### src/rtl/desc_wb_pkg.sv
`timescale 1ns/1ps
package desc_wb_pkg;

  typedef enum logic [1:0] {
    ST_IDLE = 2'd0,
    ST_RUN  = 2'd1,
    ST_WB   = 2'd2
  } wbState_t;

  // strobes from control to datapath
  typedef struct packed {
    logic load;     // latch descriptor info, clear record
    logic sopBeat;  // counted beat that opens a packet
    logic midBeat;  // counted beat inside a packet
    logic finish;   // this beat ends the transfer
    logic early;    // ending is an early termination
  } wbStrobe_t;

  localparam int STATUS_W    = 16;
  localparam int CTRL_W      = 32;
  localparam int OWN_BIT     = 30;
  localparam int SB_WORDS    = 3;
  localparam int SB_WORD_W   = 32;
  localparam int SB_LSB      = 160;

endpackage

### src/rtl/desc_wb_ctrl.sv
`timescale 1ns/1ps
module desc_wb_ctrl
  import desc_wb_pkg::*;
(
  input  logic      clk,
  input  logic      rst_n,
  input  logic      startPulse,
  input  logic      snkValid,
  input  logic      snkSop,
  input  logic      snkEop,
  input  logic      lenHit,
  input  logic      wbReady,
  output logic      snkReady,
  output logic      wbValid,
  output wbStrobe_t strobe
);

  wbState_t state, nextState;
  logic     inPkt, inPktNext;
  logic     take;

  assign take = (state == ST_RUN) && snkValid && (snkSop || inPkt);

  always_comb begin
    strobe    = '0;
    nextState = state;
    inPktNext = inPkt;
    unique case (state)
      ST_IDLE: begin
        if (startPulse) begin
          strobe.load = 1'b1;
          inPktNext   = 1'b0;
          nextState   = ST_RUN;
        end
      end
      ST_RUN: begin
        if (take) begin
          strobe.sopBeat = snkSop;
          strobe.midBeat = !snkSop;
          inPktNext      = 1'b1;
          if (snkEop) begin
            strobe.finish = 1'b1;
            inPktNext     = 1'b0;
            nextState     = ST_WB;
          end else if (lenHit) begin
            strobe.finish = 1'b1;
            strobe.early  = 1'b1;
            inPktNext     = 1'b0;
            nextState     = ST_WB;
          end
        end
      end
      ST_WB: begin
        if (wbReady) nextState = ST_IDLE;
      end
      default: nextState = ST_IDLE;
    endcase
  end

  always_ff @(posedge clk) begin
    if (!rst_n) begin
      state <= ST_IDLE;
      inPkt <= 1'b0;
    end else begin
      state <= nextState;
      inPkt <= inPktNext;
    end
  end

  assign snkReady = (state == ST_RUN);
  assign wbValid  = (state == ST_WB);

endmodule

### src/rtl/desc_wb_datapath.sv
`timescale 1ns/1ps
module desc_wb_datapath
  import desc_wb_pkg::*;
#(
  parameter int DATA_BYTES = 8,
  parameter int LEN_W      = 32,
  parameter int ERR_W      = 8,
  parameter int RESP_W     = 256,
  parameter bit SB_EN      = 1'b1,
  localparam int EMPTY_W   = (DATA_BYTES > 1) ? $clog2(DATA_BYTES) : 1
) (
  input  logic                     clk,
  input  logic                     rst_n,
  input  wbStrobe_t                strobe,
  input  logic [LEN_W-1:0]         xferLen,
  input  logic [CTRL_W-1:0]        fetchedCtrl,
  input  logic                     parkMode,
  input  logic                     snkSop,
  input  logic                     snkEop,
  input  logic [EMPTY_W-1:0]       snkEmpty,
  input  logic [ERR_W-1:0]         snkError,
  input  logic [RESP_W-1:SB_LSB]   respData,
  output logic                     lenHit,
  output logic [LEN_W-1:0]         actualBytes,
  output logic [STATUS_W-1:0]      status,
  output logic [CTRL_W-1:0]        ctrlWord,
  output logic [SB_WORDS*SB_WORD_W-1:0] sideband
);

  localparam int RSV_W = STATUS_W - 1 - ERR_W;

  logic [LEN_W-1:0]  lenReg;
  logic [CTRL_W-1:0] ctrlReg;
  logic              parkReg;
  logic [LEN_W-1:0]  countReg;
  logic [ERR_W-1:0]  errReg;
  logic              earlyReg;

  logic [LEN_W-1:0]  beatAdd;
  logic [LEN_W-1:0]  countBase;
  logic [LEN_W-1:0]  countSum;

  always_comb begin
    beatAdd   = snkEop ? (LEN_W'(DATA_BYTES) - LEN_W'(snkEmpty)) : LEN_W'(DATA_BYTES);
    countBase = snkSop ? '0 : countReg;
    countSum  = countBase + beatAdd;
  end

  assign lenHit = (countSum >= lenReg);

  always_ff @(posedge clk) begin
    if (!rst_n) begin
      lenReg   <= '0;
      ctrlReg  <= '0;
      parkReg  <= 1'b0;
      countReg <= '0;
      errReg   <= '0;
      earlyReg <= 1'b0;
    end else if (strobe.load) begin
      lenReg   <= xferLen;
      ctrlReg  <= fetchedCtrl;
      parkReg  <= parkMode;
      countReg <= '0;
      errReg   <= '0;
      earlyReg <= 1'b0;
    end else begin
      if (strobe.sopBeat) begin
        countReg <= countSum;
        errReg   <= snkError;
      end else if (strobe.midBeat) begin
        countReg <= countSum;
        errReg   <= errReg | snkError;
      end
      if (strobe.finish) earlyReg <= strobe.early;
    end
  end

  generate
    if (SB_EN) begin : g_sideband
      for (genvar w = 0; w < SB_WORDS; w++) begin : g_word
        logic [SB_WORD_W-1:0] sbReg;
        always_ff @(posedge clk) begin
          if (!rst_n)             sbReg <= '0;
          else if (strobe.load)   sbReg <= '0;
          else if (strobe.finish) sbReg <= respData[SB_LSB + w*SB_WORD_W +: SB_WORD_W];
        end
        assign sideband[w*SB_WORD_W +: SB_WORD_W] = sbReg;
      end
    end else begin : g_no_sideband
      assign sideband = '0;
    end
  endgenerate

  assign actualBytes = countReg;
  assign status      = {{RSV_W{1'b0}}, earlyReg, errReg};
  assign ctrlWord    = {ctrlReg[CTRL_W-1],
                        parkReg ? ctrlReg[OWN_BIT] : 1'b0,
                        ctrlReg[OWN_BIT-1:0]};

endmodule

### src/rtl/desc_wb_gen.sv
`timescale 1ns/1ps
module desc_wb_gen
  import desc_wb_pkg::*;
#(
  parameter int DATA_BYTES = 8,
  parameter int LEN_W      = 32,
  parameter int ERR_W      = 8,
  parameter int RESP_W     = 256,
  parameter bit SB_EN      = 1'b1,
  localparam int EMPTY_W   = (DATA_BYTES > 1) ? $clog2(DATA_BYTES) : 1
) (
  input  logic                   clk,
  input  logic                   rst_n,
  input  logic                   startPulse,
  input  logic [LEN_W-1:0]       xferLen,
  input  logic [31:0]            fetchedCtrl,
  input  logic                   parkMode,
  input  logic                   snkValid,
  output logic                   snkReady,
  input  logic                   snkSop,
  input  logic                   snkEop,
  input  logic [EMPTY_W-1:0]     snkEmpty,
  input  logic [ERR_W-1:0]       snkError,
  input  logic [RESP_W-1:160]    respData,
  output logic                   wbValid,
  input  logic                   wbReady,
  output logic [LEN_W-1:0]       wbActualBytes,
  output logic [15:0]            wbStatus,
  output logic [31:0]            wbCtrl,
  output logic [95:0]            wbSideband,
  output logic                   wbSidebandWe
);

  wbStrobe_t strobe;
  logic      lenHit;

  desc_wb_ctrl i_ctrl (
    .clk        (clk),
    .rst_n      (rst_n),
    .startPulse (startPulse),
    .snkValid   (snkValid),
    .snkSop     (snkSop),
    .snkEop     (snkEop),
    .lenHit     (lenHit),
    .wbReady    (wbReady),
    .snkReady   (snkReady),
    .wbValid    (wbValid),
    .strobe     (strobe)
  );

  desc_wb_datapath #(
    .DATA_BYTES (DATA_BYTES),
    .LEN_W      (LEN_W),
    .ERR_W      (ERR_W),
    .RESP_W     (RESP_W),
    .SB_EN      (SB_EN)
  ) i_dp (
    .clk         (clk),
    .rst_n       (rst_n),
    .strobe      (strobe),
    .xferLen     (xferLen),
    .fetchedCtrl (fetchedCtrl),
    .parkMode    (parkMode),
    .snkSop      (snkSop),
    .snkEop      (snkEop),
    .snkEmpty    (snkEmpty),
    .snkError    (snkError),
    .respData    (respData),
    .lenHit      (lenHit),
    .actualBytes (wbActualBytes),
    .status      (wbStatus),
    .ctrlWord    (wbCtrl),
    .sideband    (wbSideband)
  );

  assign wbSidebandWe = SB_EN && wbValid;

endmodule

### config.mk
export PLATFORM = sky130hd
export DESIGN_NAME = desc_wb_gen
export DESIGN_NICKNAME = d
export VERILOG_FILES = /design/src/rtl/desc_wb_pkg.sv /design/src/rtl/desc_wb_ctrl.sv /design/src/rtl/desc_wb_datapath.sv /design/src/rtl/desc_wb_gen.sv
export SDC_FILE = /design/constraint.sdc
export NUM_CORES = 1
export LEC_CHECK = 0
export BUFFER_PORTS_ARGS = -buffer_cell sky130_fd_sc_hd__buf_4
export CORE_AREA = 5 5 158 129
export DETAILED_ROUTE_END_ITERATION = 12
export DIE_AREA = 0 0 163 134
export GPL_TIMING_DRIVEN = 0
export PLACE_DENSITY = 0.94
export SYNTH_ARGS = -nofsm -noshare
export SYNTH_HDL_FRONTEND = slang
export SYNTH_HIERARCHICAL = 1
export SYNTH_SLANG_ARGS = --single-unit
### constraint.sdc
create_clock -name clk -period 15.1 [get_ports clk]
set_input_delay 2.265 -clock clk [delete_from_list [all_inputs] [get_ports clk]]
set_output_delay 2.265 -clock clk [all_outputs]
set_load 0.01 [all_outputs]
# ---- Word level (Yosys, flattened, before mapping)
# Index checks and enable logic that the tools add are counted.
dict set report totals {
  reg_bits 205
  out_inout_bits 179
  word_cells 57
}
dict set report op_classes {
  addsub 2
  n_lt_le_gt_ge 1
  n_eq_ne 6
  n_mux 25
  bitwise_logic 2
  n_reduce_logical 10
}
# operator n
set op_table {}
lappend op_table {{$mux 32} 4}
lappend op_table {{$add 32x32->32} 1}
lappend op_table {{$ge 32x32->1} 1}
lappend op_table {{$mux 8} 2}
lappend op_table {{$mux 2} 6}
lappend op_table {{$mux 1} 9}
lappend op_table {{$mux 4} 2}
lappend op_table {{$or 8x8->8} 1}
lappend op_table {{$pmux 2 s3} 1}
lappend op_table {{$sub 4x3->5 const A} 1}
lappend op_table {{$ne 2x2->1 const B} 2}
lappend op_table {{$reduce_and 4->1} 1}
lappend op_table {{$reduce_bool 2->1} 2}
lappend op_table {{$ne 3x1->1 const B} 1}
lappend op_table {{$reduce_and 3->1} 1}
lappend op_table {{$eq 2x1->1 const B} 1}
lappend op_table {{$eq 2x2->1 const B} 1}
lappend op_table {{$logic_and 1x1->1} 2}
lappend op_table {{$logic_not 2->1} 1}
lappend op_table {{$ne 2x1->1 const B} 1}
lappend op_table {{$pmux 1 s2} 1}
lappend op_table {{$reduce_or 2->1} 1}
lappend op_table {{$logic_not 1->1} 1}
lappend op_table {{$logic_or 1x1->1} 1}
lappend op_table {{$not 1->1} 1}

# ---- Longest topological paths before layout
dict set report logic_depth {
  ltp_word 10
  depth_mapped 26
  mapped_depth_nobuf 20
}

# ---- Cells and area by module
# Netlist, hierarchy kept.
# mod instances cells_per_inst area_each_um2 seq_area_each_um2
set by_module_without_submodules {}
lappend by_module_without_submodules {desc_wb_datapath 1 1043 9655.5 4043.9}
lappend by_module_without_submodules {desc_wb_ctrl 1 25 211.5 60.1}
lappend by_module_without_submodules {desc_wb_gen 1 1 7.5 0.0}

# ---- Worst setup path before layout
# OpenSTA, ideal clock, no wires.
dict set report synth_timing {
  path_kind {in2reg}
  startpoint {in snkSop}
  endpoint {reg i_dp.g_sideband.g_word[0].sbReg[10]}
  arrival_time_ns 6.921
  path_slack_ns 8.052
  cell_stages 25
  n_path_buf 7
  path_cell_list {clkbuf_1 -> clkbuf_1 -> clkbuf_1 -> nand2b_1 -> inv_1 -> ha_1 -> a211oi_1 -> o21bai_1 -> clkbuf_1 -> nand4_1 -> xor2_1 -> nor2_1 -> ha_1 -> a21oi_1 -> o21ai_0 -> a221o_1 -> o311ai_0 -> nand3_1 -> nor2_1 -> nor2_1 -> clkbuf_1 -> buf_2 -> buf_1 -> mux2i_1 -> nor2_1}
}
# item line_no
set synth_rtl {}
lappend synth_rtl {{start: declaration} desc_wb_gen.sv:20} ;# input logic snkSop,
lappend synth_rtl {{end signal: assignment} desc_wb_datapath.sv:85} ;# else if (strobe.finish) sbReg <= respData[SB_LSB + w*SB_WORD_W +: SB_WORD_W];
lappend synth_rtl {{end: declaration} desc_wb_datapath.sv:81} ;# logic [SB_WORD_W-1:0] sbReg;

==> results.ini <==
[worst_setup_path]
crit_slowest_cell = sky130_fd_sc_hd__buf_1
worst_setup_path_start_kind = input pin
path_max_fanout = 12
cp-end-kind = flop
worst-setup-path-type = input pin to flop
crit_required_ns = 15.47
cell_family_with_the_largest_share_of_critical_path_delay = buffers and inverters
worst_path_most_repeated_cell = sky130_fd_sc_hd__clkbuf_1
timing.critical_path.slowest_cell_delay_ns = 0.71
buffers_inverters_on_critical_path = 9
cp.arrival_ns = 9.26

[synthesis]
post_synthesis_cells = 1069
async_flop_share_pct = 0
yosys_reg_bits = 205
synth_largest_type_area_fraction_pct = 41.6
synth.area.top_cells = sky130_fd_sc_hd__dfxtp_1 (42%), sky130_fd_sc_hd__mux2i_1 (17%), sky130_fd_sc_hd__nor2b_1 (5.6%), sky130_fd_sc_hd__nor2_1 (5.2%), sky130_fd_sc_hd__ha_1 (4.7%)
postSynth.topFlopCell = sky130_fd_sc_hd__dfxtp_1
ys.warnings.count = 6
postSynthAreaPerCell_um2 = 9.24
synth-edff-count = 0
synth_top_area_cell = sky130_fd_sc_hd__dfxtp_1
yosysSeqAreaShare_pct = 41.6
synthMostInstantiatedCell = sky130_fd_sc_hd__dfxtp_1
synth_cell_types = 67
netlist_area_mm2 = 0.00987
synth.cells.most_frequent = sky130_fd_sc_hd__dfxtp_1 (205), sky130_fd_sc_hd__mux2i_1 (163), sky130_fd_sc_hd__nor2_1 (138), sky130_fd_sc_hd__nor2b_1 (88), sky130_fd_sc_hd__clkbuf_1 (50)

[layout]
fill_cells = 1347
antenna_cells = 0
multi_input_area_mm2 = 0.00511
final-instance-count-excl-fill = 1723
share_of_final_layout_standard_cells_stronger_than_drive_strength_1_pct = 30.5
layout.area.seq_mm2 = 0.00410
net_total_in_the_final_layout = 1666
area_growth_syn_to_layout_pct = 38.6

[floorplanning]
die-height_um = 134
initial_core_utilization_pct = 52.8
number_of_standard_cell_rows_in_the_floorplan = 45
design.core.area_mm2 = 0.0187
die_area_mm2 = 0.0218
io_pins = 358
die_w_um = 163

[power]
vdd_ir_drop_max_uv = 93.5
design_power_total_mw = 1.38
power_per_cell_area_mw_per_mm2 = 101
leakagePower_nw = 5.96

[timing]
maxClockFrequency_mhz = 112
finalMaxSlewViolations = 0
setup_repair_after_global_routing_missed_its_margin = false
final_hold_vio_count = 0
finClkSkew_ns = 0.0266
timing.setup.tns_ns = 0
worstMarginPinSlew_ns = 0.953
period_needed_ns = 8.89
max-slew-margin-rel_pct = 36.5
number_of_failing_setup_endpoints_in_the_final_timing_report = 0
finalCritPeriodShare_pct = 58.9

[cts]
cts_buffers = 22
cts.sink_count = 205
cts_max_level = 1
cts_setup_buffers = 0
worst_skew_late_latency_ns = 0.51
post_cts_hold_buffer_count = 0
post_cts_resized = 0
cts.root.buffer_cell = sky130_fd_sc_hd__clkbuf_16
path_clk_slew_ns = 0.06
cts_tree = yes
clock_tree.buffer_depth = 3

[grt]
grt_antenna_before_repair = 0
grt_pass1_wl_um = 50800
track_usage_pct = 29.1
overflow = 0
grt_start_max_net_pins = 16
grt_pass1_vias = 9466

[run]
maxCapViolations = 0

[route]
drt_pass1_iterations = 5
drt-vias-per-instance = 5.44
drt-initial-drc-count = 738
routed_wl_um = 33500
wl_per_cell_um = 19.5
detailroute.via_count = 9374
number_of_remaining_drc_errors = 0
ant_nets = 0

[place]
final_weighted_congestion_in_routability_driven_placement = 0.945
io_buffer_count = 350
post-dp-hpwl_um = 25900
dp_cells = 1683

[outcome]
run_status = finished, final reports clean

[worst_hold_path]
holdCritPathClass = flop to flop

==> path summary, 6_finish.rpt <==
check                                                       from                                              end  slack [ns]  cells after the start
worst max register to register  i_dp/actualBytes[0]$_SDFFE_PP0P_  i_dp/g_sideband.g_word[0].sbReg[4]$_SDFFE_PP0P_        8.93                     22
worst min register to register  i_dp/actualBytes[2]$_SDFFE_PP0P_                 i_dp/actualBytes[2]$_SDFFE_PP0P_        0.47                      2
worst min-delay path            i_dp/actualBytes[2]$_SDFFE_PP0P_                 i_dp/actualBytes[2]$_SDFFE_PP0P_        0.47                      2
worst max-delay path                                      snkSop  i_dp/g_sideband.g_word[0].sbReg[4]$_SDFFE_PP0P_        6.21                     25
==> power by group <==
part	leakage [nW]	switching [mW]	internal, mW
Sequential	1.66	0.0118	0.560
Clock	0.411	0.229	0.382
Combinational	3.89	0.0993	0.100
==> final cells by class <==
cell class	count	share of cell area, %
Clock buffer	31	4.94
Buffer	99	3.85
Multi-Input combinational cell	730	37.4
Sequential cell	205	30.0
Timing Repair Buffer	350	19.2
Inverter	41	1.12
Clock inverter	9	1.19
Tap cell	258	2.36
==> worst register-to-register path, delay by kind of cell (launching register included) <==
kind / cells / cell delay, ns
AND/OR/NAND/NOR: 10 / 1.57
buffers and inverters: 4 / 1.46
AO/OA/AOI/OAI: 3 / 1.30
adder cells (fa/ha/maj): 3 / 0.91
flip-flops: 1 / 0.35
multiplexers: 1 / 0.29
XOR/XNOR: 1 / 0.16
==> cell families (layout without fill, tap and decap cells) <==
group	count (synthesis)	count (layout)	share of synthesized area, %
adder cells (fa/ha/maj)	38	38	4.89
flip-flops	205	205	41.6
buffers and inverters	140	530	6.89
other	1	7	0.0380
AND/OR/NAND/NOR	385	385	20.6
multiplexers	164	164	16.6
XOR/XNOR	24	24	2.13
AO/OA/AOI/OAI	112	112	7.25
==> sequential cells by signal, indices dropped and copies added, names as in the netlist <==
| register | count |
|---|---|
| i_ctrl/inPkt | 1 |
| i_ctrl/state | 2 |
| i_dp/actualBytes | 32 |
| i_dp/ctrlReg | 32 |
| i_dp/earlyReg | 1 |
| i_dp/errReg | 8 |
| i_dp/g_sideband.g_word.sbReg | 96 |
| i_dp/lenReg | 32 |
| i_dp/parkReg | 1 |
==> per-stage QoR <==
| step | cell area [um^2] | setup slack, ns | hold slack [ns] | util [%] |
|---|---|---|---|---|
| floorplan | 9900 | 8.05 | 0.462 | - |
| global route | 13700 | 5.87 | 0.495 | 73.2 |
| global placement | 12800 | 6.01 | 0.451 | 68.7 |
| detailed placement | 12800 | 6.02 | 0.461 | 68.7 |
| CTS | 13700 | 6.49 | 0.470 | 73.2 |
| finish | 13700 | 6.21 | 0.467 | 73.2 |
==> cell usage in the layout, fill, tap and decap left out, types with 4 or more instances in the layout <==
cell type                   Yosys  routed
sky130_fd_sc_hd__a211oi_1       4       4
sky130_fd_sc_hd__a21o_1         7       7
sky130_fd_sc_hd__a21oi_1       40      40
sky130_fd_sc_hd__a31oi_1       13      13
sky130_fd_sc_hd__and2_1         7       7
sky130_fd_sc_hd__and3_1         9       9
sky130_fd_sc_hd__buf_1          5       5
sky130_fd_sc_hd__buf_2          4       4
sky130_fd_sc_hd__buf_4         40     390
sky130_fd_sc_hd__bufinv_16      0       4
sky130_fd_sc_hd__clkbuf_1      50      51
sky130_fd_sc_hd__clkbuf_16      0      23
sky130_fd_sc_hd__clkbuf_8       0       7
sky130_fd_sc_hd__conb_1         1       7
sky130_fd_sc_hd__dfxtp_1      205     205
sky130_fd_sc_hd__ha_1          37      37
sky130_fd_sc_hd__inv_1         41      41
sky130_fd_sc_hd__mux2i_1      163     163
sky130_fd_sc_hd__nand2_1       45      45
sky130_fd_sc_hd__nand2b_1      13      13
sky130_fd_sc_hd__nand3_1       22      22
sky130_fd_sc_hd__nand4_1       19      19
sky130_fd_sc_hd__nor2_1       138     138
sky130_fd_sc_hd__nor2b_1       88      88
sky130_fd_sc_hd__nor3_1         5       5
sky130_fd_sc_hd__o21ai_0       16      16
sky130_fd_sc_hd__o311ai_0       4       4
sky130_fd_sc_hd__o31ai_1        5       5
sky130_fd_sc_hd__or3_1          7       7
sky130_fd_sc_hd__or4_1          5       5
sky130_fd_sc_hd__xnor2_1       16      16
sky130_fd_sc_hd__xor2_1         8       8
==> layer usage <==
layer	track usage, %	routed length [um]
met4	11.0	1580
met2	49.8	16100
met3	9.80	3570
met1	34.0	12300
met5	0	0
Note: power is estimated with default switching activity, not from simulation.
